--- config.mk ---
export PLATFORM = sky130hd
export DESIGN_NAME = trig_pwm_timer
export DESIGN_NICKNAME = d
export VERILOG_FILES = /design/src/rtl/trig_pwm_pkg.sv /design/src/rtl/trig_pwm_sync.sv /design/src/rtl/trig_pwm_regs.sv /design/src/rtl/trig_pwm_core.sv /design/src/rtl/trig_pwm_flags.sv /design/src/rtl/trig_pwm_timer.sv
export SDC_FILE = /design/constraint.sdc
export NUM_CORES = 1
export LEC_CHECK = 0
export ABC_AREA = 1
export ABC_CLOCK_PERIOD_IN_PS = 2050
export CAP_MARGIN = 10
export CORE_MARGIN = 10
export CORE_UTILIZATION = 52
export DETAILED_ROUTE_END_ITERATION = 10
export PLACE_DENSITY_LB_ADDON = 0.3
export REMOVE_ABC_BUFFERS = 1
export SYNTH_ARGS = -nofsm -noshare
export SYNTH_HDL_FRONTEND = slang
export SYNTH_SLANG_ARGS = --single-unit
--- constraint.sdc ---
create_clock -name clk -period 2.05 [get_ports clk]
set_clock_uncertainty 0.2 [all_clocks]
set_input_delay 0.3075 -clock clk [delete_from_list [all_inputs] [get_ports clk]]
set_output_delay 0.3075 -clock clk [all_outputs]
set_load 0.02 [all_outputs]
--- src/rtl/trig_pwm_pkg.sv ---
// Shared constants and types for the triggered PWM timer.
// Assumes a 2-bit register address space and at least 8 data bits.
package trig_pwm_pkg;
    localparam int unsigned FLAG_N   = 3;
    localparam int unsigned FLAG_UF  = 0;
    localparam int unsigned FLAG_DM  = 1;
    localparam int unsigned FLAG_TG  = 2;
    localparam int unsigned ENA_LSB  = 4;

    localparam logic [1:0] ADDR_CTRL = 2'd0;
    localparam logic [1:0] ADDR_STAT = 2'd1;
    localparam logic [1:0] ADDR_CYC  = 2'd2;
    localparam logic [1:0] ADDR_DUTY = 2'd3;

    localparam int unsigned CTL_EN      = 0;
    localparam int unsigned CTL_ONESHOT = 1;
    localparam int unsigned CTL_RESTART = 2;
    localparam int unsigned CTL_MASK    = 3;
    localparam int unsigned CTL_SWTRIG  = 7;

    typedef struct packed {
        logic en;
        logic oneshot;
        logic restart;
        logic mask;
    } ctrl_t;
endpackage

--- src/rtl/trig_pwm_sync.sv ---
// Synchroniser plus rising-edge detector for the external trigger.
// Assumes STAGES >= 2; produces a one-clock pulse per rising edge.
module trig_pwm_sync #(
    parameter int unsigned STAGES = 2
) (
    input  logic clk,
    input  logic rst_n,
    input  logic async_i,
    output logic rise_o
);
    logic [STAGES-1:0] sync_q;
    logic              prev_q;

    // Shift the pin through the flop chain and keep the last synced value.
    always_ff @(posedge clk) begin
        if (!rst_n) begin
            sync_q <= '0;
            prev_q <= 1'b0;
        end else begin
            sync_q <= {sync_q[STAGES-2:0], async_i};
            prev_q <= sync_q[STAGES-1];
        end
    end

    assign rise_o = sync_q[STAGES-1] & ~prev_q;

    // an edge gives a single-cycle pulse
    p_rise_single_r5: assert property (@(posedge clk) disable iff (!rst_n)
        rise_o |=> !rise_o);
endmodule

--- src/rtl/trig_pwm_regs.sv ---
// Write-only register file: control, interrupt enables, staged cycle,
// committed cycle/duty pair and the self-clearing software trigger.
// Assumes DATA_W >= CNT_W and DATA_W >= 8.
module trig_pwm_regs
    import trig_pwm_pkg::*;
#(
    parameter int unsigned CNT_W  = 16,
    parameter int unsigned DATA_W = 16
) (
    input  logic              clk,
    input  logic              rst_n,
    input  logic              wr_i,
    input  logic [1:0]        addr_i,
    input  logic [DATA_W-1:0] wdata_i,
    output ctrl_t             ctrl_o,
    output logic              sw_trig_o,
    output logic [CNT_W-1:0]  cyc_pend_o,
    output logic [CNT_W-1:0]  duty_pend_o,
    output logic [FLAG_N-1:0] ena_o,
    output logic              flag_wr_o,
    output logic [FLAG_N-1:0] flag_wdata_o
);
    ctrl_t             ctrl_q;
    logic              sw_trig_q;
    logic [CNT_W-1:0]  cyc_stage_q;
    logic [CNT_W-1:0]  cyc_pend_q;
    logic [CNT_W-1:0]  duty_pend_q;
    logic [FLAG_N-1:0] ena_q;

    // Decode writes; the duty write commits the staged cycle value.
    always_ff @(posedge clk) begin
        if (!rst_n) begin
            ctrl_q      <= '0;
            sw_trig_q   <= 1'b0;
            cyc_stage_q <= '0;
            cyc_pend_q  <= '0;
            duty_pend_q <= '0;
            ena_q       <= '0;
        end else begin
            sw_trig_q <= 1'b0;
            if (wr_i) begin
                unique case (addr_i)
                    ADDR_CTRL: begin
                        ctrl_q.en      <= wdata_i[CTL_EN];
                        ctrl_q.oneshot <= wdata_i[CTL_ONESHOT];
                        ctrl_q.restart <= wdata_i[CTL_RESTART];
                        ctrl_q.mask    <= wdata_i[CTL_MASK];
                        sw_trig_q      <= wdata_i[CTL_SWTRIG];
                    end
                    ADDR_STAT: ena_q <= wdata_i[ENA_LSB +: FLAG_N];
                    ADDR_CYC:  cyc_stage_q <= wdata_i[CNT_W-1:0];
                    ADDR_DUTY: begin
                        cyc_pend_q  <= cyc_stage_q;
                        duty_pend_q <= wdata_i[CNT_W-1:0];
                    end
                    default: ;
                endcase
            end
        end
    end

    assign ctrl_o       = ctrl_q;
    assign sw_trig_o    = sw_trig_q;
    assign cyc_pend_o   = cyc_pend_q;
    assign duty_pend_o  = duty_pend_q;
    assign ena_o        = ena_q;
    assign flag_wr_o    = wr_i && (addr_i == ADDR_STAT);
    assign flag_wdata_o = wdata_i[FLAG_N-1:0];

    // a cycle write alone leaves the committed value alone
    p_stage_only_r10: assert property (@(posedge clk) disable iff (!rst_n)
        (wr_i && addr_i == ADDR_CYC) |=> $stable(cyc_pend_q));
endmodule

--- src/rtl/trig_pwm_core.sv ---
// Down counter, reload, duty compare and output shaping.
// Takes period, duty and mask into use only at a load or reload.
// Assumes trig_i is a single-cycle pulse in the clk domain.
module trig_pwm_core
    import trig_pwm_pkg::*;
#(
    parameter int unsigned CNT_W = 16
) (
    input  logic             clk,
    input  logic             rst_n,
    input  logic             tick_i,
    input  ctrl_t            ctrl_i,
    input  logic             trig_i,
    input  logic [CNT_W-1:0] cyc_pend_i,
    input  logic [CNT_W-1:0] duty_pend_i,
    output logic [CNT_W-1:0] cnt_o,
    output logic             pwm_o,
    output logic             uf_evt_o,
    output logic             dm_evt_o,
    output logic             tg_evt_o
);
    logic             run_q, run_n;
    logic             mask_q, mask_n;
    logic [CNT_W-1:0] cnt_q, cnt_n;
    logic [CNT_W-1:0] cyc_q, cyc_n;
    logic [CNT_W-1:0] duty_q, duty_n;
    logic             load, step, wrap, upd;

    // Next-state: disable, then load (wins over count), then wrap, then step.
    always_comb begin
        load   = trig_i && ctrl_i.en && (!run_q || ctrl_i.restart);
        step   = ctrl_i.en && run_q && tick_i && !load;
        wrap   = step && (cnt_q == '0);
        run_n  = run_q;
        cnt_n  = cnt_q;
        cyc_n  = cyc_q;
        duty_n = duty_q;
        mask_n = mask_q;
        upd    = 1'b0;
        if (!ctrl_i.en) begin
            run_n = 1'b0;
            cnt_n = '0;
        end else if (load || (wrap && !ctrl_i.oneshot)) begin
            run_n  = 1'b1;
            cnt_n  = cyc_pend_i;
            cyc_n  = cyc_pend_i;
            duty_n = duty_pend_i;
            mask_n = ctrl_i.mask;
            upd    = 1'b1;
        end else if (wrap) begin
            run_n = 1'b0;
        end else if (step) begin
            cnt_n = cnt_q - CNT_W'(1);
            upd   = 1'b1;
        end
    end

    // Counter and active-period state registers.
    always_ff @(posedge clk) begin
        if (!rst_n) begin
            run_q  <= 1'b0;
            mask_q <= 1'b0;
            cnt_q  <= '0;
            cyc_q  <= '0;
            duty_q <= '0;
        end else begin
            run_q  <= run_n;
            mask_q <= mask_n;
            cnt_q  <= cnt_n;
            cyc_q  <= cyc_n;
            duty_q <= duty_n;
        end
    end

    assign cnt_o    = cnt_q;
    assign pwm_o    = run_q && !mask_q && (cnt_q <= duty_q);
    assign uf_evt_o = wrap;
    assign dm_evt_o = upd && (cnt_n == duty_n);
    assign tg_evt_o = load;

    // count never exceeds the active period value
    p_cnt_bound_r2: assert property (@(posedge clk) disable iff (!rst_n)
        run_q |-> (cnt_q <= cyc_q));
    // one step down per tick away from zero
    p_step_r2: assert property (@(posedge clk) disable iff (!rst_n)
        (ctrl_i.en && run_q && tick_i && !trig_i && cnt_q != '0)
        |=> (cnt_q == $past(cnt_q) - CNT_W'(1)));
    // no tick, no trigger: count holds
    p_hold_r2: assert property (@(posedge clk) disable iff (!rst_n)
        (ctrl_i.en && !tick_i && !trig_i) |=> $stable(cnt_q));
    // one-shot stops at the end of its period
    p_oneshot_stop_r3: assert property (@(posedge clk) disable iff (!rst_n)
        (ctrl_i.en && ctrl_i.oneshot && run_q && tick_i && !trig_i && cnt_q == '0)
        |=> (!run_q && !pwm_o));
    // an accepted trigger loads the period regardless of a tick
    p_load_wins_r9: assert property (@(posedge clk) disable iff (!rst_n)
        load |=> (run_q && cnt_q == $past(cyc_pend_i)));
    // idle output is LOW
    p_idle_low_r12: assert property (@(posedge clk) disable iff (!rst_n)
        !run_q |-> !pwm_o);
endmodule

--- src/rtl/trig_pwm_flags.sv ---
// Event flags with set-over-clear priority; cleared by a status write
// of 0 or by an acknowledge. One flop per flag built by generate.
module trig_pwm_flags #(
    parameter int unsigned N = 3
) (
    input  logic         clk,
    input  logic         rst_n,
    input  logic [N-1:0] set_i,
    input  logic         wr_i,
    input  logic [N-1:0] wdata_i,
    input  logic [N-1:0] ack_clr_i,
    output logic [N-1:0] flag_o
);
    for (genvar i = 0; i < N; i++) begin : g_flag
        logic flag_q;

        // Set has priority over both clear sources.
        always_ff @(posedge clk) begin
            if (!rst_n) begin
                flag_q <= 1'b0;
            end else if (set_i[i]) begin
                flag_q <= 1'b1;
            end else if ((wr_i && !wdata_i[i]) || ack_clr_i[i]) begin
                flag_q <= 1'b0;
            end
        end

        assign flag_o[i] = flag_q;

        // a set always lands, even against a clear
        p_set_wins_r8: assert property (@(posedge clk) disable iff (!rst_n)
            set_i[i] |=> flag_q);
    end
endmodule

--- src/rtl/trig_pwm_timer.sv ---
// Top level of the triggered PWM timer: registers, trigger path,
// counter core, flags and the two interrupt lines.
// Assumes cnt_tick_i comes from a prescaler in the clk domain.
module trig_pwm_timer
    import trig_pwm_pkg::*;
#(
    parameter int unsigned CNT_W       = 16,
    parameter int unsigned DATA_W      = 16,
    parameter int unsigned SYNC_STAGES = 2
) (
    input  logic              clk,
    input  logic              rst_n,
    input  logic              cnt_tick_i,
    input  logic              reg_wr_i,
    input  logic [1:0]        reg_addr_i,
    input  logic [DATA_W-1:0] reg_wdata_i,
    input  logic              ext_trig_i,
    input  logic [1:0]        dma_ack_i,
    output logic              pwm_o,
    output logic              irq_cyc_o,
    output logic              irq_trg_o,
    output logic [CNT_W-1:0]  count_o,
    output logic [FLAG_N-1:0] flags_o
);
    ctrl_t             ctrl;
    logic              sw_trig, ext_rise, trig;
    logic [CNT_W-1:0]  cyc_pend, duty_pend;
    logic [FLAG_N-1:0] ena, flag_wdata, flag_set, ack_clr;
    logic              flag_wr, uf_evt, dm_evt, tg_evt;

    trig_pwm_regs #(.CNT_W(CNT_W), .DATA_W(DATA_W)) i_regs (
        .clk          (clk),
        .rst_n        (rst_n),
        .wr_i         (reg_wr_i),
        .addr_i       (reg_addr_i),
        .wdata_i      (reg_wdata_i),
        .ctrl_o       (ctrl),
        .sw_trig_o    (sw_trig),
        .cyc_pend_o   (cyc_pend),
        .duty_pend_o  (duty_pend),
        .ena_o        (ena),
        .flag_wr_o    (flag_wr),
        .flag_wdata_o (flag_wdata)
    );

    trig_pwm_sync #(.STAGES(SYNC_STAGES)) i_sync (
        .clk     (clk),
        .rst_n   (rst_n),
        .async_i (ext_trig_i),
        .rise_o  (ext_rise)
    );

    assign trig = sw_trig | ext_rise;

    trig_pwm_core #(.CNT_W(CNT_W)) i_core (
        .clk         (clk),
        .rst_n       (rst_n),
        .tick_i      (cnt_tick_i),
        .ctrl_i      (ctrl),
        .trig_i      (trig),
        .cyc_pend_i  (cyc_pend),
        .duty_pend_i (duty_pend),
        .cnt_o       (count_o),
        .pwm_o       (pwm_o),
        .uf_evt_o    (uf_evt),
        .dm_evt_o    (dm_evt),
        .tg_evt_o    (tg_evt)
    );

    assign flag_set = {tg_evt, dm_evt, uf_evt};
    assign ack_clr  = {dma_ack_i[1], dma_ack_i[0], dma_ack_i[0]};

    trig_pwm_flags #(.N(FLAG_N)) i_flags (
        .clk       (clk),
        .rst_n     (rst_n),
        .set_i     (flag_set),
        .wr_i      (flag_wr),
        .wdata_i   (flag_wdata),
        .ack_clr_i (ack_clr),
        .flag_o    (flags_o)
    );

    assign irq_cyc_o = (flags_o[FLAG_UF] & ena[FLAG_UF]) | (flags_o[FLAG_DM] & ena[FLAG_DM]);
    assign irq_trg_o = flags_o[FLAG_TG] & ena[FLAG_TG];

    // an underflow event shows up in flag bit 0
    p_uf_flag_r6: assert property (@(posedge clk) disable iff (!rst_n)
        uf_evt |=> flags_o[FLAG_UF]);
    // an accepted trigger shows up in flag bit 2
    p_tg_flag_r6: assert property (@(posedge clk) disable iff (!rst_n)
        tg_evt |=> flags_o[FLAG_TG]);
    // an enabled trigger flag raises its line one cycle after the event
    p_trg_line_r7: assert property (@(posedge clk) disable iff (!rst_n)
        (tg_evt && ena[FLAG_TG] && !(reg_wr_i && reg_addr_i == ADDR_STAT)) |=> irq_trg_o);
endmodule

Word level (Yosys, flattened, before mapping)
Index checks and enable logic that the tools add are counted.

storage, ports and cells
  output and inout port bits = 22
  register bits = 96
  logic and storage cells = 88
  bits of input ports = 25

operators by class
  bitwise operators = 7
  multiplexer cells = 18
  $lt $le $gt $ge = 1
  reductions and logical operators = 39
  eq/ne operators = 4
  $add $sub $neg = 1

operators with widths
  operator                                              count
  two-way mux 16 bit                                    6
  equality test 16 bit                                  1
  <= comparator 16 bit                                  1
  zero test 16 bit                                      1
  subtractor 16 x 1 -> 16 bit (second input constant)   1
  logical AND 1 bit                                     14
  two-way mux 1 bit                                     12
  AND reduction 2 bit                                   6
  nonzero test 2 bit                                    4
  zero test 1 bit                                       7
  logical OR 1 bit                                      5
  bitwise AND 1 bit                                     4
  equality test 2 bit (second input constant)           2
  AND reduction 3 bit                                   1
  equality test 2 x 1 -> 1 bit (second input constant)  1
  zero test 2 bit                                       1
  bitwise OR 1 bit                                      2
  NOT 1 bit                                             1

Depth between registers and ports, before layout
  depth in word-level cells = 15
  depth in mapped cells = 20

Cells and area by module
A second synthesis with hierarchy kept.

second synthesis, totals
  cell total of the unflattened synthesis = 873
  area, all modules = 5406.4 sq um

modules (own cells, without submodules)
  module          area each (sq um)  times used  cells each  sequential area each (sq um)
  trig_pwm_core   2798.9             1           466         680.7
  trig_pwm_regs   2307.2             1           360         1121.1
  trig_pwm_flags  177.7              1           28          60.1
  trig_pwm_sync   92.6               1           11          60.1
  trig_pwm_timer  30.0               1           8           0.0

Least setup slack after synthesis
No wires, ideal clock.

  kind = register -> register
  start = reg i_core.cnt_q[0] (netlist: i_core.cnt_o[0])
  end = reg i_flags.g_flag[1].flag_q
  stages on the path, launching flop included = 16
  arrival = 2.094 ns
  buffers on the path = 1
  setup time = 0.130 ns
  data required time = 1.720 ns
  path slack = -0.374 ns
  cell sequence = dfxtp_1 > inv_1 > ha_1 > nand2_1 > nor2_1 > nand2_1 > nor2_4 > nand3_4 > nand2_8 > buf_12 > o21a_1 > or2_2 > nand3_1 > nor2_1 > nand2_1 > a21oi_2

between the ends
  longest elaborated chain between the ends = 9
  elaborated cells between the ends (all ways) = 18
  classes of those cells = add/sub: 1; eq/ne: 1; mux: 10; reduce/logical: 6

ends and longest elaborated chain
  what                                                                                 RTL line              source
  start: declaration                                                                   trig_pwm_core.sv:24   logic [CNT_W-1:0] cnt_q, cnt_n;
  start signal: assignment                                                             trig_pwm_core.sv:69   cnt_q <= cnt_n;
  parallel branches: the longest is 7 deep, another holds subtractor 16 x 1 -> 16 bit  -
  logical AND 1 bit *                                                                  trig_pwm_core.sv:78   assign dm_evt_o = upd && (cnt_n == duty_n);
  two-way mux 1 bit / nonzero test 2 bit (equally long branches)                       -
  end signal: assignment                                                               trig_pwm_flags.sv:20  flag_q <= 1'b0;
  end signal: assignment                                                               trig_pwm_flags.sv:22  flag_q <= 1'b1;
  end signal: assignment                                                               trig_pwm_flags.sv:24  flag_q <= 1'b0;
  end: declaration                                                                     trig_pwm_flags.sv:15  logic flag_q;

Mark *: on every way between the ends.
A chain may end at the register's enable or synchronous reset.

Worst setup path after layout
  start = reg i_core.cnt_q[1] (netlist: i_core.cnt_o[1])
  end = reg i_flags.g_flag[1].flag_q

The elaborated chain is that of the path after synthesis.

==> flow_summary.yaml <==
synth:
  netlist_instances: 742
  synth_flop_cell: "dfxtp_1"
  synth-edff-count: 0
  ys_seq_elements: 96
  synth_top_family_by_area: "simple AND/OR/NAND/NOR gates"
  synth_warnings: 0
  synth_area_um2: 5037
  yosys.area_share.simple_pct: 29.61
  synth_xor_area_share_pct: 0.5216
  synth_fa_ha_area_share_pct: 4.471
  synth-seq-area-share_pct: 38.15
  yosys-mux-area-fraction_pct: 0
  syn-mean-instance-area_um2: 6.789
  async_flop_share_pct: 0
  synth-compound-area-share_pct: 15.92
  synth_cell_types: 37
global_route:
  grt_pass1_wl_um: 25670
  antenna_found_initial: 0
  grtUsageTotal_pct: 21.86
  grt_pass1_vias: 5190
  grt_start_max_net_pins: 62
  grt_overflow: 0
cts:
  cts_buffers: 9
  htree_levels: 3
  cts_tree: "done"
  cts_buffer_depth: 2
  clock_latency_ps: 390
  cts.sinks: 96
  clk_pin_slew_ps: 90
  cts_root_buf: "clkbuf_8"
floorplanning:
  core_um2: 9328
  die_x_um: 118.4
  die_h_um: 118.4
  ios: 47
  dieArea_um2: 14020
  rows: 35
  start_util_pct: 54.00
layout:
  fillers: 652
  antenna_cells: 0
  nets: 924
  syn_to_final_growth_pct: 41.63
  drive_gt1_share_pct: 29.35
  layout_commonest_cell: "nand2_1"
  final_cell_mix: "nand2_1 (121), buf_4 (96), nor2_1 (91)"
  instances_no_fill: 1015
  fin_util_pct: 76.49
setup_path:
  worstReg2RegEnd: "i_flags.g_flag[1].flag_q"
  cp_max_fo: 5
  path_class: "register to register"
  worstSetupEndpoint: "i_flags.g_flag[1].flag_q"
  cp_slowest_cell: "dfxtp_2"
  critPathLaunchType: "register"
  cpMostUsedCell: "nand2_1"
  crit_path_cell_trace: "buf_6, inv_4, ha_4, nand2_1, nor2_1, nand2_1, nor2_4, nand3_4, buf_12, nand2_8, nand2_4, nand2_4, inv_2, nand2_1, nand3_1, nor2_1, nand2_1, nor2_2, nand2_1, a21oi_2"
  rr_startpoint: "i_core.cnt_o[1]"
  r2r_cells: 20
  cp-startpoint: "i_core.cnt_o[1]"
  critical_path_required_ps: 2150
  rrSetupSlack_ps: -730
  path_buf_inv: 4
  max_stage_delay_ps: 340
  critPathTopFamily: "simple AND/OR/NAND/NOR gates"
  worstPathArrival_ps: 2880
  end_kind: "register"
  cp.depth: 20
drt:
  wl_um: 16990
  antenna_left: 0
  vias: 5595
  post_drt_wl_per_cell_um: 16.74
  drt-initial-drc-count: 565
  vias_per_cell: 5.512
  first_pass_iters: 5
  drc_errors: 0
placed_design:
  gp_congestion: 0.9823
  place_inst: 982
  io_buffers: 46
  place_ws_ps: -668.5
  hpwl_um: 11220
sta:
  drv_slew: 0
  timing.hold.ws_ps: 248.7
  rsz0062_at_grt: "true"
  worst_slack_ps: -731.2
  finalHoldViolations: 0
  worst_pin_slew_ps: 440.6
  slew_headroom_pct: 70.59
  fin_crit_sh_pct: 135.7
  min_period_ps: 2781
  fmax_ghz: 0.3596
  finalSetupViolations: 29
pwr:
  pwr-share-seq_pct: 53.5
  p_leak_nw: 3.467
  switching_power_mw: 0.9470
  pwr-share-comb_pct: 11.1
  p_per_area_nw_per_um2: 510.1
  vdd_ir_drop_max_v: 0.0005237
  pwr-share-clk_pct: 35.4
  p_int_mw: 2.692
  sw_frac_of_total_pct: 26.02
run_status:
  outcome: "complete, but fails checks"
  violations: "setup timing"
worst_hold_path:
  hold_path_class: "input port to register"
run:
  drv_cap: 0
-- worst min path at each step --
stage                startpoint          endpoint  slack, ps  cells past startpoint
2_1_floorplan  i_sync.sync_q[0]  i_sync.sync_q[1]        190                      2
3_3_place_gp   i_sync.sync_q[1]     i_sync.prev_q        210                      2
3_5_place_dp   i_sync.sync_q[1]     i_sync.prev_q        220                      2
4_1_cts        i_sync.sync_q[1]     i_sync.prev_q        250                      2
5_1_grt              ext_trig_i  i_sync.sync_q[0]        260                      3
6_report             ext_trig_i  i_sync.sync_q[0]        250                      3
-- sequential cells by signal (all words and copies together), names as in the netlist --
signal,cells
i_core.run_q,1
i_core.duty_q,16
i_sync.prev_q,1
i_sync.sync_q,2
i_core.cnt_o,16
i_regs.ctrl_o,4
i_regs.cyc_pend_o,16
i_flags.g_flag.flag_q,3
i_core.mask_q,1
i_regs.duty_pend_o,16
i_regs.cyc_stage_q,16
i_regs.ena_o,3
i_regs.sw_trig_o,1
-- area by class of cell --
cell class	count	area, µm²	share of cell area [%]
repair buffers	158	1425	19.98
well taps	129	161.4	2.262
flip-flops and latches	96	1936	27.13
multi-input cells	514	3028	42.44
clock buffers	12	145.1	2.034
clock inverters	4	51.30	0.7190
inverters	102	387.9	5.437
-- cell families after synthesis --
group / Yosys count
flops: 96
simple gates: 345
xor+xnor: 3
compound gates: 145
buf+inv: 135
fa+ha+maj: 18
-- cells in the mapped netlist, types with 3 or more instances --
cell,n,share of area (%)
buf_6,3,0.67
nor2_1,104,7.7
ha_1,18,4.5
nand2_2,10,1.2
inv_2,7,0.52
xor2_1,3,0.52
clkbuf_1,21,1.6
o21ai_2,3,0.52
inv_1,95,7.1
nand3_1,56,5.6
dfxtp_1,96,38
nand4_1,8,0.99
a21oi_1,64,6.4
o21ai_0,62,6.2
buf_4,6,0.89
nand2_1,149,11
nor3_1,6,0.60
o21ai_1,3,0.30
a21oi_4,3,0.97
nand3b_1,3,0.45
-- power by group through the flow --
stage	logic, mW	registers, mW	clock network (mW)
floorplan	0.174	1.99	0
global placement	0.336	1.99	0
detailed placement	0.347	1.99	0
CTS	0.366	1.95	1.28
global route	0.440	1.95	1.37
finish	0.404	1.95	1.29
-- through the flow --
stage | instance area [µm²] | total power, mW | TNS, ps
floorplan | 4850 | 2.160 | -1750
global placement | 6257 | 2.324 | -4293
detailed placement | 6257 | 2.337 | -6382
CTS | 6809 | 3.590 | -2041
global route | 7134 | 3.762 | -6223
finish | 7134 | 3.639 | -3953
-- timing repair --
action / 4_1_cts / 5_1_grt
gates resized for setup: 79 / 72
hold buffers: 0 / 0
hold endpoints to repair: 0 / 0
gates cloned: 3 / 0
setup endpoints to repair: 30 / 40
pin swaps: 17 / 27
setup buffers: 6 / 8
-- worst min-delay path, cell delays in order --
cell and delay [ps]:
clkdlybuf4s50_1 390, nand2_1 60, inv_1 30
-- routing by layer --
layer | part of all wire, % | track usage (%)
met4 | 5.5 | 9.084
met5 | 0 | 0
met1 | 41 | 27.42
met2 | 46 | 35.88
met3 | 7.2 | 4.284
No activity file was read; power rests on OpenSTA's default activity.
